[src/rtl/tcPkg.sv]
package tcPkg;
  typedef struct packed {
    logic countEn;   // one valid count-clock edge this cycle
    logic loadZero;  // replace the increment with a load of zero
  } ctrlStrobes_t;
endpackage

[src/rtl/tcChanCtrl.sv]
module tcChanCtrl
  import tcPkg::*;
#(
  parameter int NUM_INT = 5,
  parameter int NUM_EXT = 3,
  parameter int SEL_W   = 3
) (
  input  logic               clk,
  input  logic               rstN,
  input  logic [NUM_INT-1:0] intClk,
  input  logic [NUM_EXT-1:0] extPin,
  input  logic [NUM_EXT-1:0] chainIn,
  input  logic [NUM_EXT-1:0] xcRoute,
  input  logic [SEL_W-1:0]   clkSel,
  input  logic               startCmd,
  input  logic               stopCmd,
  input  logic               swTrig,
  input  logic               hwTrig,
  output ctrlStrobes_t       strobes
);
  localparam int NUM_SRC = NUM_INT + NUM_EXT;
  localparam int PAD_SRC = 1 << SEL_W;

  logic [NUM_SRC-1:0] srcVec;
  logic [PAD_SRC-1:0] srcPad;
  logic selSrc;
  logic [2:0] syncSh;
  logic rise, running, pending, trigNow, countEn;

  assign srcVec[NUM_INT-1:0] = intClk;
  for (genvar g = 0; g < NUM_EXT; g++) begin : gXcRoute
    assign srcVec[NUM_INT+g] = xcRoute[g] ? chainIn[g] : extPin[g];
  end

  always_comb begin
    srcPad = '0;
    srcPad[NUM_SRC-1:0] = srcVec;
  end
  assign selSrc = srcPad[clkSel];

  always_ff @(posedge clk or negedge rstN) begin
    if (!rstN) syncSh <= '0;
    else       syncSh <= {syncSh[1:0], selSrc};
  end
  assign rise = syncSh[1] & ~syncSh[2];

  always_ff @(posedge clk or negedge rstN) begin
    if (!rstN)         running <= 1'b0;
    else if (stopCmd)  running <= 1'b0;
    else if (startCmd) running <= 1'b1;
  end

  assign trigNow = swTrig | hwTrig;
  assign countEn = rise & running;

  always_ff @(posedge clk or negedge rstN) begin
    if (!rstN)        pending <= 1'b0;
    else if (countEn) pending <= 1'b0;
    else if (trigNow) pending <= 1'b1;
  end

  assign strobes.countEn  = countEn;
  assign strobes.loadZero = countEn & (pending | trigNow);

  // a stop command leaves the channel stopped, even alongside a start
  a_r5_stop_wins: assert property (@(posedge clk) disable iff (!rstN)
    stopCmd |=> !running);
  // a trigger without an edge is remembered for the next edge
  a_r8_trig_held: assert property (@(posedge clk) disable iff (!rstN)
    (trigNow && !countEn) |=> pending);
  // an edge consumes any pending trigger
  a_r8_pending_consumed: assert property (@(posedge clk) disable iff (!rstN)
    countEn |=> !pending);
  // two enables never come back to back from one synchronised source
  a_r2_single_enable: assert property (@(posedge clk) disable iff (!rstN)
    countEn |=> !countEn);
endmodule

[src/rtl/tcChanDatapath.sv]
module tcChanDatapath
  import tcPkg::*;
#(
  parameter int CNT_W = 16
) (
  input  logic             clk,
  input  logic             rstN,
  input  ctrlStrobes_t     strobes,
  input  logic             statusRd,
  output logic [CNT_W-1:0] countVal,
  output logic             ovfFlag
);
  logic wrap;

  assign wrap = strobes.countEn & ~strobes.loadZero & (&countVal);

  always_ff @(posedge clk or negedge rstN) begin
    if (!rstN)                 countVal <= '0;
    else if (strobes.loadZero) countVal <= '0;
    else if (strobes.countEn)  countVal <= countVal + 1'b1;
  end

  always_ff @(posedge clk or negedge rstN) begin
    if (!rstN)         ovfFlag <= 1'b0;
    else if (wrap)     ovfFlag <= 1'b1;
    else if (statusRd) ovfFlag <= 1'b0;
  end

  // a plain enable adds exactly one
  a_r2_increment: assert property (@(posedge clk) disable iff (!rstN)
    (strobes.countEn && !strobes.loadZero) |=> countVal == $past(countVal) + 1'b1);
  // without an enable the count holds
  a_r5_hold: assert property (@(posedge clk) disable iff (!rstN)
    !strobes.countEn |=> $stable(countVal));
  // a triggered edge gives zero
  a_r8_load_zero: assert property (@(posedge clk) disable iff (!rstN)
    strobes.loadZero |=> countVal == '0);
  // an enable on all-ones raises the flag
  a_r6_wrap_sets: assert property (@(posedge clk) disable iff (!rstN)
    (strobes.countEn && !strobes.loadZero && (&countVal)) |=> ovfFlag);
  // a read with no edge clears the flag
  a_r7_read_clears: assert property (@(posedge clk) disable iff (!rstN)
    (statusRd && !strobes.countEn) |=> !ovfFlag);
  // a triggered edge never raises the flag by itself
  a_r8_no_overflow: assert property (@(posedge clk) disable iff (!rstN)
    (strobes.loadZero && !ovfFlag) |=> !ovfFlag);
endmodule

[src/rtl/tcChannel.sv]
module tcChannel
  import tcPkg::*;
#(
  parameter int CNT_W   = 16,
  parameter int NUM_INT = 5,
  parameter int NUM_EXT = 3,
  parameter int SEL_W   = $clog2(NUM_INT + NUM_EXT)
) (
  input  logic               clk,
  input  logic               rstN,
  input  logic [NUM_INT-1:0] intClk,
  input  logic [NUM_EXT-1:0] extPin,
  input  logic [NUM_EXT-1:0] chainIn,
  input  logic [NUM_EXT-1:0] xcRoute,
  input  logic [SEL_W-1:0]   clkSel,
  input  logic               startCmd,
  input  logic               stopCmd,
  input  logic               swTrig,
  input  logic               hwTrig,
  input  logic               statusRd,
  output logic [CNT_W-1:0]   countVal,
  output logic               ovfFlag
);
  ctrlStrobes_t strobes;

  tcChanCtrl #(.NUM_INT(NUM_INT), .NUM_EXT(NUM_EXT), .SEL_W(SEL_W)) uCtrl (
    .clk(clk), .rstN(rstN), .intClk(intClk), .extPin(extPin),
    .chainIn(chainIn), .xcRoute(xcRoute), .clkSel(clkSel),
    .startCmd(startCmd), .stopCmd(stopCmd), .swTrig(swTrig),
    .hwTrig(hwTrig), .strobes(strobes)
  );

  tcChanDatapath #(.CNT_W(CNT_W)) uData (
    .clk(clk), .rstN(rstN), .strobes(strobes), .statusRd(statusRd),
    .countVal(countVal), .ovfFlag(ovfFlag)
  );
endmodule

[config.mk]
export PLATFORM = sky130hd
export DESIGN_NAME = tcChannel
export DESIGN_NICKNAME = d
export VERILOG_FILES = /design/src/rtl/tcPkg.sv /design/src/rtl/tcChanCtrl.sv /design/src/rtl/tcChanDatapath.sv /design/src/rtl/tcChannel.sv
export SDC_FILE = /design/constraint.sdc
export NUM_CORES = 1
export LEC_CHECK = 0
export ABC_AREA = 0
export BUFFER_PORTS_ARGS = -buffer_cell sky130_fd_sc_hd__buf_4
export CAP_MARGIN = 10
export CORE_ASPECT_RATIO = 1.2
export CORE_MARGIN = 2
export CORE_UTILIZATION = 51
export DETAILED_ROUTE_END_ITERATION = 6
export PLACE_DENSITY = 0.79
export SYNTH_ARGS = -nofsm -noshare
export SYNTH_HDL_FRONTEND = slang
export SYNTH_SLANG_ARGS = --single-unit
[constraint.sdc]
create_clock -name clk -period 3.2 [get_ports clk]
set_input_delay 0.32 -clock clk [delete_from_list [all_inputs] [get_ports clk]]
set_output_delay 0.32 -clock clk [all_outputs]
set_load 0.03 [all_outputs]
==> results by stage <==
Run status:
- The flow ran to the end, and the final reports show no timing, DRC or antenna violations.

Worst setup path:
- The start point of the critical path is uData.countVal[0]$_DFFE_PN0P_.
- The worst setup path is captured at a flop.
- The largest single stage delay on the critical path is 0.47 ns.
- Data arrives at the worst endpoint at approximately 2.1 ns.
- The beginning of the worst register-to-register path is uData.countVal[0]$_DFFE_PN0P_.
- The critical path startpoint category is a flop.
- The signal on the critical path passes through ha_1 > nand3_2 > or3_4 > or3_1 > a21oi_1.
- In this design, the largest share of critical-path delay is due to simple AND/OR/NAND/NOR gates.
- The number of buffers and inverters on the critical path is 0.
- The worst reg-to-reg path cell count is 5.
- Of all nets on the critical path, the largest fanout is 7.
- The slowest stage of the critical path is the sky130_fd_sc_hd__dfrtp_1 cell.
- The required time of the worst setup path is 3.44 ns.
- The number of cells on the critical path is 5.
- The kind of critical path is reg2reg.

Drt:
- The length of the first detailed-routing pass in iterations is 4.
- The count of vias placed by the detailed router is 1014.
- The detailed router finished its first iteration with 16 violations.
- The number of design rule violations left after detail routing is 0.
- In this run the remaining antenna-violating nets after routing total 0.
- Wires add up to roughly 2500 um.
- The via-per-instance ratio is 5.60.
- The post-detailed-route wirelength per cell is 13.9 um.

Hold path:
- The startpoint identified for the worst hold timing path is stopCmd.
- Along the worst hold path, the cell count comes to 2.
- The class of the tightest hold or removal check is in2reg.

Power:
- The share of total power dissipated in combinational logic is 0.200.
- The share of total power in sequential cells is 0.541.
- The worst-case IR drop observed on VDD is 0.253 mV.
- Of the total power, the share spent switching nets is 0.286.
- Summed over all cells, the static leakage comes to 0.000675 uW.
- In this run the power spent charging and discharging nets is 170 uW.
- Cell internal power was estimated by the tool at 423 uW.
- The power per unit of standard cell area is about 400 nW/um2.
- Of the total power, the clock network draws 0.259.

Clock tree:
- Clock-pin slew was measured on the worst setup and hold paths at 0.12 ns.
- The number of H-tree levels is 1.
- The clock tree from TritonCTS is yes.
- The post-CTS setup buffer count is 0.
- The clock reaches the later pin of the worst-skew pair after ~0.31 ns.
- In this run the deepest clock path goes through 2 buffers.
- The cell chosen for the clock root is sky130_fd_sc_hd__clkbuf_4.
- The cts-stage hold buffer count is 1.
- The number of gates resized after CTS was 0.
- The total number of clock tree sinks is 22.
- The CTS buffer count is 3.

Placed design:
- The detailed placer's ending HPWL is ~1900 um.
- The quantity of I/O buffers inserted on ports is 40.
- The pre-CTS setup slack is 1.41 ns.
- The placer's final routability congestion estimate is ~0.86.

Synth:
- The synthesized netlist contains 31 unique library cells.
- The post-synthesis average cell area is ~10 um2.
- After synthesis, the cell types taking the most area are sky130_fd_sc_hd__dfrtp_1, sky130_fd_sc_hd__nor2_1, sky130_fd_sc_hd__mux4_2.
- In this run, synthesis produced a sequential element count of 22.
- For this run, the leading register cell type out of synthesis is sky130_fd_sc_hd__dfrtp_1.
- The library cell with the largest summed area after synthesis is sky130_fd_sc_hd__dfrtp_1.
- The area fraction of the dominant cell type after synthesis is 0.495.
- Synthesis produced a netlist whose cell count is 109.
- In this run, synthesis inferred 0 flip-flops with an integrated enable.
- The yosys synthesis warning count is 0.
- The synthesized netlist net count is around 130.
- The sequential share of the synthesized area is 0.495.
- Summing every instance area after synthesis gives 1110 um2.
- The async set-reset flop share out of synthesis is 1.00.

Floorplan:
- The floorplan die height is between 50 and 60 um.
- The cell row count is 18.
- The core region is ~2100 um2.
- The initial utilization of the core area, before any placement, comes to 0.537.
- Measured along the x axis, the die boundary spans 46.6 um.
- The floorplan step defined a die boundary enclosing 2570 um2.
- During I/O placement, the number of pins put on the boundary was 41.

Global route:
- The global-route wire length before repair is 4170 um.
- The initial antenna violation count is 0.
- The remaining global-route overflow is 0.
- The pin count of the biggest net entering global routing is 23.
- The number of global-route vias before repair is approximately 1000.
- The overall global routing resource usage is 0.234.

Final layout:
- At the end of the flow the core is filled with cells to 0.715.
- The number of fill cells in the layout is ~170.
- The area growth from synthesis to layout is 33.2%.
- The post-layout net count is approximately 180.
- The library cell used most frequently in the layout, excluding fill and tap cells, is sky130_fd_sc_hd__buf_4.
- The share of post-route cells with drive strength above 1 is 0.331.
- The library cells used most frequently in the layout, excluding fill and tap cells, are sky130_fd_sc_hd__buf_4, sky130_fd_sc_hd__dfrtp_1, sky130_fd_sc_hd__nor2_1.
- The antenna cell count is 0.

STA:
- The count of pins over their slew limit came to 0.
- In the final timing run, aggregate negative setup slack is 0 ns.
- The smallest clock period supported by the final layout is computed as 1.82 ns.
- The worst-case setup margin in the final layout is 1.38 ns.
- The clock arrives with 0.00264 ns of skew.
- Setup repair after global routing left no endpoint under its margin.
- Setup violations remaining at the end of the flow were counted as 0.
- The maximum clock frequency is 0.549 GHz.
- Of the available clock period, the critical path in the final layout requires 0.569.
- The tightest hold path in the finished design has a slack of 0.141 ns.
- In this run the tightest slew margin relative to its limit is 0.473.
- For the pin with the worst max-slew slack, the measured transition is just under 0.8 ns.
- The count of final hold-check violations is 0.

Flow run:
- The max-cap violation count is 0.
-- cell families (layout without fill, tap and decap cells) --
logic type,Yosys count,in the layout,share of synthesized area
compound gates,16,16,0.0832
buf+inv,5,47,0.0203
simple gates,52,52,0.260
xor+xnor,8,8,0.0630
flops,22,22,0.495
mux,5,5,0.0675
fa+ha+maj,1,1,0.0112
-- cells in the mapped netlist, drive strengths merged, types with 2 or more instances --
cell	instances
dfrtp	22
nor2	14
nand2	9
a21oi	6
o21ai	6
nand3	5
nand4	5
or3	5
xnor2	5
and4	3
mux2i	3
nor3	3
xor2	3
clkbuf	2
inv	2
mux4	2
nor4	2
o31ai	2
-- final cells by class --
class / instances / area (um2) / area share
clock buffer: 4 / 36.3 / 0.0245
sequential: 22 / 551 / 0.372
timing repair buffer: 41 / 310 / 0.209
multi-input combinational: 82 / 539 / 0.364
inverter: 2 / 7.51 / 0.00507
tap: 30 / 37.5 / 0.0253
-- stage by stage --
stage	instance area (um2)	instances	total power, uW
global route	1480	181	623
CTS	1480	181	598
floorplan	1110	109	383
detailed placement	1440	176	444
finish	1480	181	593
global placement	1440	176	439
-- routing by layer --
metal	share of wire	routed length, um	up-vias	GRT usage
met2	0.51	1280	45	0.403
met3	0.068	171	5	0.0455
li1	-	-	479	-
met1	0.41	1020	485	0.277
met4	0.017	44	0	0.116
met5	0	0	-	0
-- sequential cells by signal, indices dropped and copies added, names as in the netlist --
name / flops
uData.ovfFlag: 1
uCtrl.pending: 1
uCtrl.running: 1
uCtrl.syncSh: 3
uData.countVal: 16
-- worst reg2reg max path, stage by stage, from the launching register on --
cell and delay (ns):
sky130_fd_sc_hd__dfrtp_1 0.47, sky130_fd_sc_hd__ha_1 0.28, sky130_fd_sc_hd__nand3_2 0.15, sky130_fd_sc_hd__or3_4 0.41
sky130_fd_sc_hd__or3_1 0.31, sky130_fd_sc_hd__a21oi_1 0.14
-- power groups by stage --
stage | logic, uW | registers (uW) | clock network, uW
after floorplan | 33.5 | 350 | 0
after global placement | 115 | 324 | 0
after detailed placement | 119 | 325 | 0
after CTS | 120 | 320 | 157
after global routing | 128 | 325 | 170
final | 118 | 321 | 154
-- final timing paths --
path	to	slack, ns
hold reg to reg	uCtrl.syncSh[1]$_DFF_PN0_	0.36
min in group asynchronous	uData.countVal[3]$_DFFE_PN0P_	0.42
hold / removal	uCtrl.running$_DFFE_PN0P_	0.14
setup / recovery	uData.countVal[14]$_DFFE_PN0P_	1.38
max in group asynchronous	uData.countVal[9]$_DFFE_PN0P_	2.57
setup reg to reg	uData.countVal[14]$_DFFE_PN0P_	1.38
(Power assumes the default switching activity.)
